<file path="src/rtl/scl_pkg.sv">
package scl_pkg;

    // Mode control of the universal shift register
    typedef enum logic [1:0] {
        SH_HOLD = 2'b00,   // keep contents
        SH_UP   = 2'b01,   // move toward the top bit, bit 0 from ser_lo
        SH_DOWN = 2'b10,   // move toward bit 0, top bit from ser_hi
        SH_LOAD = 2'b11    // take the parallel word
    } shift_mode_e;

    typedef enum logic [1:0] {
        KEY_IDLE = 2'b00,
        KEY_LOAD = 2'b01,
        KEY_SEND = 2'b10
    } key_state_e;

    typedef enum logic [1:0] {
        LOCK_WAIT = 2'b00,
        LOCK_RECV = 2'b01,
        LOCK_EVAL = 2'b10
    } lock_state_e;

endpackage

</file>
<file path="src/rtl/scl_univ_shift_reg.sv">
module scl_univ_shift_reg
    import scl_pkg::*;
#(
    parameter int W = 4
) (
    input  logic         clk,
    input  logic         rst_n,
    input  shift_mode_e  mode,
    input  logic [W-1:0] par_in,
    input  logic         ser_lo,
    input  logic         ser_hi,
    output logic [W-1:0] q
);

    logic [W-1:0] up_word;
    logic [W-1:0] down_word;

    // Per-bit neighbour selection for both shift directions
    for (genvar i = 0; i < W; i++) begin : g_bit
        if (i == 0) begin : g_low
            assign up_word[i] = ser_lo;
        end else begin : g_low_mid
            assign up_word[i] = q[i-1];
        end
        if (i == W-1) begin : g_high
            assign down_word[i] = ser_hi;
        end else begin : g_high_mid
            assign down_word[i] = q[i+1];
        end
    end

    always_ff @(posedge clk or negedge rst_n) begin
        if (!rst_n) begin
            q <= '0;
        end else begin
            unique case (mode)
                SH_HOLD: q <= q;
                SH_UP:   q <= up_word;
                SH_DOWN: q <= down_word;
                SH_LOAD: q <= par_in;
                default: q <= q;
            endcase
        end
    end

endmodule

</file>
<file path="src/rtl/scl_word_match.sv">
module scl_word_match #(
    parameter int W = 4
) (
    input  logic [W-1:0] word_a,
    input  logic [W-1:0] word_b,
    output logic         equal
);

    logic [W-1:0] bit_same;

    // One inverted XOR per bit pair
    for (genvar i = 0; i < W; i++) begin : g_xnor
        assign bit_same[i] = ~(word_a[i] ^ word_b[i]);
    end

    assign equal = &bit_same;

endmodule

</file>
<file path="src/rtl/scl_key_tx.sv">
module scl_key_tx
    import scl_pkg::*;
#(
    parameter int W         = 4,
    parameter bit MSB_FIRST = 1'b1
) (
    input  logic         clk,
    input  logic         rst_n,
    input  logic         start,
    input  logic [W-1:0] switches,
    output logic         frame_begin,
    output logic         tx_active,
    output logic         tx_line
);

    localparam int          CW        = (W > 1) ? $clog2(W) : 1;
    localparam logic [CW-1:0] LAST_BIT = CW'(W - 1);
    localparam shift_mode_e SEND_MODE = MSB_FIRST ? SH_UP : SH_DOWN;
    localparam int          OUT_IDX   = MSB_FIRST ? (W - 1) : 0;
    localparam logic [W-1:0] OUT_MASK = W'(1) << OUT_IDX;

    key_state_e    state_q, state_d;
    logic [CW-1:0] cnt_q, cnt_d;
    shift_mode_e   mode;
    logic [W-1:0]  word_q;

    // State register
    always_ff @(posedge clk or negedge rst_n) begin
        if (!rst_n) begin
            state_q <= KEY_IDLE;
            cnt_q   <= '0;
        end else begin
            state_q <= state_d;
            cnt_q   <= cnt_d;
        end
    end

    // Transitions
    always_comb begin
        state_d = state_q;
        cnt_d   = cnt_q;
        unique case (state_q)
            KEY_IDLE: begin
                if (start) begin
                    state_d = KEY_LOAD;
                end
            end
            KEY_LOAD: begin
                state_d = KEY_SEND;
                cnt_d   = '0;
            end
            KEY_SEND: begin
                if (cnt_q == LAST_BIT) begin
                    state_d = KEY_IDLE;
                    cnt_d   = '0;
                end else begin
                    cnt_d = cnt_q + 1'b1;
                end
            end
            default: begin
                state_d = KEY_IDLE;
                cnt_d   = '0;
            end
        endcase
    end

    // Outputs
    always_comb begin
        mode        = SH_HOLD;
        frame_begin = 1'b0;
        tx_active   = 1'b0;
        tx_line     = 1'b0;
        unique case (state_q)
            KEY_IDLE: frame_begin = start;
            KEY_LOAD: mode = SH_LOAD;
            KEY_SEND: begin
                mode      = SEND_MODE;
                tx_active = 1'b1;
                tx_line   = |(word_q & OUT_MASK);
            end
            default: mode = SH_HOLD;
        endcase
    end

    scl_univ_shift_reg #(.W(W)) u_key_sr (
        .clk    (clk),
        .rst_n  (rst_n),
        .mode   (mode),
        .par_in (switches),
        .ser_lo (1'b0),
        .ser_hi (1'b0),
        .q      (word_q)
    );

endmodule

</file>
<file path="src/rtl/scl_lock_rx.sv">
module scl_lock_rx
    import scl_pkg::*;
#(
    parameter int           W         = 4,
    parameter bit           MSB_FIRST = 1'b1,
    parameter logic [W-1:0] LOCK_CODE = '0
) (
    input  logic         clk,
    input  logic         rst_n,
    input  logic         frame_begin,
    input  logic         tx_active,
    input  logic         tx_line,
    output logic [W-1:0] rx_word,
    output logic         unlock
);

    localparam int            CW        = (W > 1) ? $clog2(W) : 1;
    localparam logic [CW-1:0] LAST_BIT  = CW'(W - 1);
    localparam shift_mode_e   RECV_MODE = MSB_FIRST ? SH_UP : SH_DOWN;

    lock_state_e   state_q, state_d;
    logic [CW-1:0] cnt_q, cnt_d;
    shift_mode_e   mode;
    logic          evaluate;
    logic          code_ok;

    // State register
    always_ff @(posedge clk or negedge rst_n) begin
        if (!rst_n) begin
            state_q <= LOCK_WAIT;
            cnt_q   <= '0;
        end else begin
            state_q <= state_d;
            cnt_q   <= cnt_d;
        end
    end

    // Transitions
    always_comb begin
        state_d = state_q;
        cnt_d   = cnt_q;
        unique case (state_q)
            LOCK_WAIT: begin
                if (tx_active) begin
                    if (LAST_BIT == '0) begin
                        state_d = LOCK_EVAL;
                        cnt_d   = '0;
                    end else begin
                        state_d = LOCK_RECV;
                        cnt_d   = CW'(1);
                    end
                end
            end
            LOCK_RECV: begin
                if (tx_active) begin
                    if (cnt_q == LAST_BIT) begin
                        state_d = LOCK_EVAL;
                        cnt_d   = '0;
                    end else begin
                        cnt_d = cnt_q + 1'b1;
                    end
                end
            end
            LOCK_EVAL: begin
                state_d = LOCK_WAIT;
            end
            default: begin
                state_d = LOCK_WAIT;
                cnt_d   = '0;
            end
        endcase
    end

    // Outputs
    always_comb begin
        mode     = SH_HOLD;
        evaluate = 1'b0;
        unique case (state_q)
            LOCK_WAIT: mode = tx_active ? RECV_MODE : SH_HOLD;
            LOCK_RECV: mode = tx_active ? RECV_MODE : SH_HOLD;
            LOCK_EVAL: evaluate = 1'b1;
            default:   mode = SH_HOLD;
        endcase
    end

    scl_univ_shift_reg #(.W(W)) u_lock_sr (
        .clk    (clk),
        .rst_n  (rst_n),
        .mode   (mode),
        .par_in ('0),
        .ser_lo (tx_line),
        .ser_hi (tx_line),
        .q      (rx_word)
    );

    scl_word_match #(.W(W)) u_match (
        .word_a (rx_word),
        .word_b (LOCK_CODE),
        .equal  (code_ok)
    );

    // Unlock flag: a new frame clears it ahead of any evaluation
    always_ff @(posedge clk or negedge rst_n) begin
        if (!rst_n) begin
            unlock <= 1'b0;
        end else if (frame_begin) begin
            unlock <= 1'b0;
        end else if (evaluate) begin
            unlock <= code_ok;
        end
    end

endmodule

</file>
<file path="src/rtl/serial_code_lock.sv">
module serial_code_lock #(
    parameter int           W         = 4,
    parameter bit           MSB_FIRST = 1'b1,
    parameter logic [W-1:0] LOCK_CODE = W'(10)
) (
    input  logic         clk,
    input  logic         rst_n,
    input  logic         start,
    input  logic [W-1:0] switches,
    output logic         tx_line,
    output logic         tx_active,
    output logic [W-1:0] rx_word,
    output logic         unlock
);

    logic frame_begin;

    scl_key_tx #(
        .W         (W),
        .MSB_FIRST (MSB_FIRST)
    ) u_key (
        .clk         (clk),
        .rst_n       (rst_n),
        .start       (start),
        .switches    (switches),
        .frame_begin (frame_begin),
        .tx_active   (tx_active),
        .tx_line     (tx_line)
    );

    scl_lock_rx #(
        .W         (W),
        .MSB_FIRST (MSB_FIRST),
        .LOCK_CODE (LOCK_CODE)
    ) u_lock (
        .clk         (clk),
        .rst_n       (rst_n),
        .frame_begin (frame_begin),
        .tx_active   (tx_active),
        .tx_line     (tx_line),
        .rx_word     (rx_word),
        .unlock      (unlock)
    );

endmodule

</file>
<file path="config.mk">
export PLATFORM = sky130hd
export DESIGN_NAME = serial_code_lock
export DESIGN_NICKNAME = d
export VERILOG_FILES = /design/src/rtl/scl_pkg.sv /design/src/rtl/scl_univ_shift_reg.sv /design/src/rtl/scl_word_match.sv /design/src/rtl/scl_key_tx.sv /design/src/rtl/scl_lock_rx.sv /design/src/rtl/serial_code_lock.sv
export SDC_FILE = /design/constraint.sdc
export NUM_CORES = 1
export LEC_CHECK = 0
export BUFFER_PORTS_ARGS = -buffer_cell sky130_fd_sc_hd__buf_2
export CAP_MARGIN = 20
export CELL_PAD_IN_SITES_DETAIL_PLACEMENT = 1
export CELL_PAD_IN_SITES_GLOBAL_PLACEMENT = 2
export CORE_ASPECT_RATIO = 0.6
export CORE_MARGIN = 2
export CORE_UTILIZATION = 30
export CTS_CLUSTER_DIAMETER = 100
export DETAILED_ROUTE_END_ITERATION = 7
export GPL_TIMING_DRIVEN = 0
export PLACE_DENSITY_LB_ADDON = 0.1
export SYNTH_ARGS = -nofsm -noshare
export SYNTH_HDL_FRONTEND = slang
export SYNTH_HIERARCHICAL = 1
export SYNTH_SLANG_ARGS = --single-unit
</file>
<file path="constraint.sdc">
create_clock -name clk -period 2.25 [get_ports clk]
set_input_delay 0.225 -clock clk [delete_from_list [all_inputs] [get_ports clk]]
set_output_delay 0.225 -clock clk [all_outputs]
set_load 0.02 [all_outputs]
</file>
==> impl_metrics.toml, run 1 <==
[route]
wl_um = 1858
drtIter0Drc = 13
viasPerCell = 4.631
firstDrtPassIters = 4
wire_per_inst_um = 13.18
route.vias.total = 653
drc = 0
ant_nets = 0

[global_routing]
antenna_found_initial = 0
grt.total_usage = 0.1187
grt_pass1_vias = 626
grt_pass1_wl_um = 3105
grt_max_degree = 18
overflow = 0

[layout]
postLayoutCoreUtil = 0.3987
nets = 114
final_cell_mix = "dfrtp_1, conb_1, buf_2, mux4_1, ha_1"
layout_commonest_cell = "dfrtp_1"
final_cell_area_mm2 = 0.001190
area_delta_synth_final_pct = 22.39
n_antenna_cell = 0
drive_gt1_frac = 0.2626

[sta]
fmax_mhz = 505.9
grt_setup_unrepaired = "no"
fin_tns_setup_ps = 0
holdWs_ps = 271.6
drv_slew = 0
fin_skew_ps = 1.599
finalCriticalPeriod_ps = 1977
setup_violations = 0
fin_crit_sh = 0.8786
hold_viol_final = 0

[critical_path]
critPathKind = "flop to flop"
r2r-end = "u_lock/u_lock_sr/q[0]$_DFFE_PN0P_"
r2r_slack_ps = 270
rr_startpoint = "u_key/state_q[0]$_DFFE_PN0P_"
end_kind = "flop"
reg2reg_depth = 4
start_kind = "flop"
path_max_fanout = 8
arrival_ps = 2100
required_ps = 2380

[worst_hold_path]
min_to = "u_key/u_key_sr/q[3]$_DFFE_PN0P_"
whs_path_depth = 2
min_from = "switches[3]"
min_path_type = "primary input to flop"

[synth]
yosysWarnings = 6
synth.avg_cell_area_um2 = 13.89
syn-cell-area_um2 = 972.2
synth_seq_cells = 17
synthDistinctLibCells = 24
synthCells = 70
seq_area_frac_synth = 0.4376

[clocking]
cts_tree = "yes"
cts_buffer_depth = 2
numCtsBuffers = 3
clk_pin_slew_ps = 70
clock-root-buffer = "clkbuf_8"
h-tree-depth = 1
cts.sinks = 17
clk_latency_ps = 250

[floorplanning]
dieArea_mm2 = 0.003727
num_rows = 15
coreArea_mm2 = 0.002984
die_h_um = 48.10
start_util = 0.3258
die_w_um = 77.49
io-pin-count = 14

[power]
p_sw_w = 0.0005533
sw_frac_of_total = 0.3736
combPwrFrac = 0.467
clkPwrFrac = 0.159
peakVddDrop_mv = 0.4319
p_leak_nw = 0.5845
seq_power_share = 0.374
powerDensity_mw_per_mm2 = 1245
p_int_w = 0.0009276

[flow_run]
cap_violations = 0

[placement]
dpl.hpwl_um = 1453
place_area_mm2 = 0.001131
place.gp.congestion = 0.6540
portBuffers = 13

[status]
status = "completed"
## through the flow
step	worst slack (ps)	total power (W)	std cells
floorplan	380.8	0.001071	81
global placement	297.4	0.001235	136
detailed placement	253.2	0.001267	136
CTS	241.9	0.001514	141
global route	126.1	0.001613	141
finish	273.2	0.001481	141
## repair_timing
item	CTS	global route
endpoints found under the hold margin	17	0
resized for setup	0	0
setup buffers	0	0
hold buffers	1	0
setup endpoints to repair	0	0
## cell usage after synthesis
| cell type | count | share of area |
|---|---|---|
| inv_2 | 1 | 0.0039 |
| a21o_2 | 1 | 0.0090 |
| nor2b_2 | 1 | 0.0090 |
| dfrtp_1 | 17 | 0.44 |
| mux4_1 | 8 | 0.22 |
| a21oi_1 | 1 | 0.0051 |
| nor2_1 | 4 | 0.015 |
| o22ai_2 | 1 | 0.013 |
| xor2_1 | 4 | 0.036 |
| o21ai_1 | 2 | 0.010 |
| and2_2 | 1 | 0.0077 |
| o21ai_0 | 2 | 0.010 |
| nor4b_1 | 2 | 0.018 |
| nor4_2 | 1 | 0.013 |
| conb_1 | 3 | 0.012 |
| nand3_1 | 2 | 0.010 |
| mux2i_1 | 1 | 0.010 |
| nor2b_4 | 1 | 0.014 |
| ha_1 | 7 | 0.090 |
| mux2_2 | 2 | 0.023 |
| and2_1 | 1 | 0.0064 |
| and3_1 | 1 | 0.0064 |
| inv_1 | 3 | 0.012 |
| nand2_1 | 3 | 0.012 |
## worst max path at each step
stage	slack (ps)	from	to	cells after the start
global route	130	u_key/state_q[0]$_DFFE_PN0P_	u_lock/u_lock_sr/q[0]$_DFFE_PN0P_	4
detailed placement	250	u_key/state_q[0]$_DFFE_PN0P_	u_lock/u_lock_sr/q[2]$_DFFE_PN0P_	4
floorplan	380	u_key/state_q[0]$_DFFE_PN0P_	u_lock/u_lock_sr/q[2]$_DFFE_PN0P_	4
CTS	240	u_key/state_q[0]$_DFFE_PN0P_	u_lock/u_lock_sr/q[2]$_DFFE_PN0P_	4
global placement	300	u_key/state_q[0]$_DFFE_PN0P_	u_lock/u_lock_sr/q[0]$_DFFE_PN0P_	4
finish	270	u_key/state_q[0]$_DFFE_PN0P_	u_lock/u_lock_sr/q[0]$_DFFE_PN0P_	4
## power by group through the flow
stage	clock network, W	logic [W]	registers [W]
floorplan	0	0.000510	0.000561
global placement	0	0.000677	0.000557
detailed placement	0	0.000703	0.000565
CTS	0.000248	0.000705	0.000560
global route	0.000261	0.000771	0.000580
finish	0.000236	0.000692	0.000553
## state kept, by name, indices dropped and copies added, names as in the netlist
name and flops:
u_lock/cnt_q 2, u_key/cnt_q 2, u_key/u_key_sr/q 4, u_lock/u_lock_sr/q 4, u_key/state_q 2, u_lock/state_q 2, u_lock/unlock 1
## worst max-delay path: stages (launching register included)
cell and delay [ps]:
dfrtp_1 400, inv_1 140, ha_1 310, nor2b_2 410
mux4_1 590
## cell families after synthesis
family / share of synthesized area
flip-flops: 0.4376
buffers and inverters: 0.01544
AND/OR/NAND/NOR: 0.1120
XOR/XNOR: 0.03603
adder cells (fa/ha/maj): 0.09009
multiplexers: 0.2497
AO/OA/AOI/OAI: 0.04761
other: 0.01158
## layout make-up
class                           instances  area [µm²]
Timing Repair Buffer                   14       75.07
Multi-Input combinational cell         60       573.1
Clock buffer                            3       41.29
Fill cell                             332        1794
Sequential cell                        17       425.4
Clock inverter                          1       7.507
Tap cell                               42       52.55
Inverter                                4       15.01
## per-layer routing
layer  part of all wire  track usage  wire [µm]  vias to the layer above
li1                   -            -          -                      303
met1               0.53       0.1607        987                      338
met2               0.42       0.1809        785                       12
met3              0.046      0.04815         85                        0
met4                  0      0.03214          0                        0
met5                  0            0          0                        -
(Power assumes the default switching activity.)
==> run 2, diff against run 1 <==
--- a/config.mk
+++ b/config.mk
@@ -7,8 +7,6 @@
 export LEC_CHECK = 0
 export BUFFER_PORTS_ARGS = -buffer_cell sky130_fd_sc_hd__buf_2
 export CAP_MARGIN = 20
-export CELL_PAD_IN_SITES_DETAIL_PLACEMENT = 1
-export CELL_PAD_IN_SITES_GLOBAL_PLACEMENT = 2
 export CORE_ASPECT_RATIO = 0.6
 export CORE_MARGIN = 2
 export CORE_UTILIZATION = 30
==> impl_metrics.toml, run 2 (same netlist as run 1, synthesis figures left out) <==
[critical_path]
cp-endpoint = "u_lock/u_lock_sr/q[0]$_DFFE_PN0P_"
cp_top_family = "multiplexers"
required_ps = 2370
end_kind = "flop"
arrival_ps = 2130
path_max_fanout = 8
cp-startpoint = "u_key/state_q[0]$_DFFE_PN0P_"
cp_slowest_stage_delay_ps = 610
r2r-end = "u_lock/u_lock_sr/q[0]$_DFFE_PN0P_"
start_kind = "flop"
r2r_slack_ps = 240
reg2reg_depth = 4
crit_slowest_cell = "mux4_1"
critPathKind = "flop to flop"
rr_startpoint = "u_key/state_q[0]$_DFFE_PN0P_"
cp.buffers_inverters = 1
cp.depth = 4
path_cells = "inv_1 > ha_1 > nor2b_2 > mux4_1"

[power]
p_leak_nw = 0.5855
powerDensity_mw_per_mm2 = 1246
peakVddDrop_mv = 0.4159

[global_routing]
grt.total_usage = 0.1092
grt_pass1_wl_um = 2856
grt_pass1_vias = 593
overflow = 0
grt_max_degree = 18
antenna_found_initial = 0

[route]
wl_um = 1815
highest_layer = "met3"
drtIter0Drc = 24
route.vias.total = 625
wire_per_inst_um = 12.87
drt-met1-wl_um = 959
route.met3.wl_um = 76
ant_nets = 0
met2_length_um = 779
drc = 0
viasPerCell = 4.433
firstDrtPassIters = 4

[clocking]
cts.sinks = 17
clk_pin_slew_ps = 70
cts_setup_buffers = 0
cts_buffer_depth = 2
clock-root-buffer = "clkbuf_8"
h-tree-depth = 1
numCtsBuffers = 3
cts_tree = "yes"
clk_latency_ps = 250

[sta]
hold_viol_final = 0
fin_skew_ps = 2.403
fmax_mhz = 498.6
setup_violations = 0
grt_setup_unrepaired = "no"
fin_tns_setup_ps = 0
finalCriticalPeriod_ps = 2006
drv_slew = 0
fin_crit_sh = 0.8914

[layout]
layout_commonest_cell = "dfrtp_1"
top_regs = "u_key/u_key_sr/q (4), u_lock/u_lock_sr/q (4)"
postLayoutCoreUtil = 0.3975
nets = 114
area_delta_synth_final_pct = 22.01
final_cell_mix = "dfrtp_1, conb_1, buf_2, mux4_1, ha_1"
n_antenna_cell = 0
drive_gt1_frac = 0.2525

[floorplanning]
die_h_um = 48.10
coreArea_mm2 = 0.002984
io-pin-count = 14
dieArea_mm2 = 0.003727
die_w_um = 77.49
num_rows = 15
start_util = 0.3258

[placement]
dpl.hpwl_um = 1402
place.gp.congestion = 0.7745
portBuffers = 13

[flow_run]
cap_violations = 0

[worst_hold_path]
min_path_type = "primary input to flop"
min_from = "switches[0]"

[status]
status = "completed"
-- run 2: cell count changes in the layout (fill, tap and decap cells not counted) --
cell        change
clkinvlp_4      -1
clkbuf_1        +1
-- run 2: final cells by class --
cell class / count / area [µm²]
inverter: 4 / 15.01
multi-input combinational: 60 / 573.1
tap: 42 / 52.55
clock buffer: 4 / 45.04
timing repair buffer: 14 / 75.07
sequential: 17 / 425.4
fill: 304 / 1798
-- run 2: report_power, final --
group	internal (W)	leakage (nW)	switching [W]
Combinational	0.000369	0.350	0.000324
Clock	0.000126	0.0228	0.000104
Sequential	0.000435	0.213	0.000121
-- run 2: worst min path at each step --
stage	endpoint	slack [ps]	depth (start not counted)
after floorplan	u_key/cnt_q[0]$_DFFE_PN0P_	-70	0
after global placement	u_lock/cnt_q[0]$_DFFE_PN0P_	180	1
after detailed placement	u_lock/cnt_q[0]$_DFFE_PN0P_	180	1
after CTS	u_key/u_key_sr/q[1]$_DFFE_PN0P_	270	2
after global routing	u_key/u_key_sr/q[2]$_DFFE_PN0P_	270	2
final	u_key/u_key_sr/q[0]$_DFFE_PN0P_	270	2
-- run 2: repair_timing --
action                                  4_1_cts  5_1_grt
hold endpoints to repair                     17        0
endpoints found under the setup margin        0        0
hold buffers                                  1        0
gates resized for setup                       0        0
-- run 2: metrics by stage --
stage	power (W)	hold slack (ps)	instance area (µm²)	instances	setup WS (ps)
after floorplan	0.001071	-70.59	1013	81	380.8
after global placement	0.001239	178.7	1131	136	312.1
after detailed placement	0.001266	178.8	1131	136	255.4
after CTS	0.001502	269.0	1186	141	248.3
after global routing	0.001592	271.3	1186	141	143.2
final	0.001478	272.6	1186	141	244.3
-- run 2: routing by layer --
metal | vias up | track usage
li1 | 303 | -
met1 | 311 | 0.1463
met2 | 11 | 0.1617
met3 | 0 | 0.04444
met4 | 0 | 0.04286
met5 | - | 0
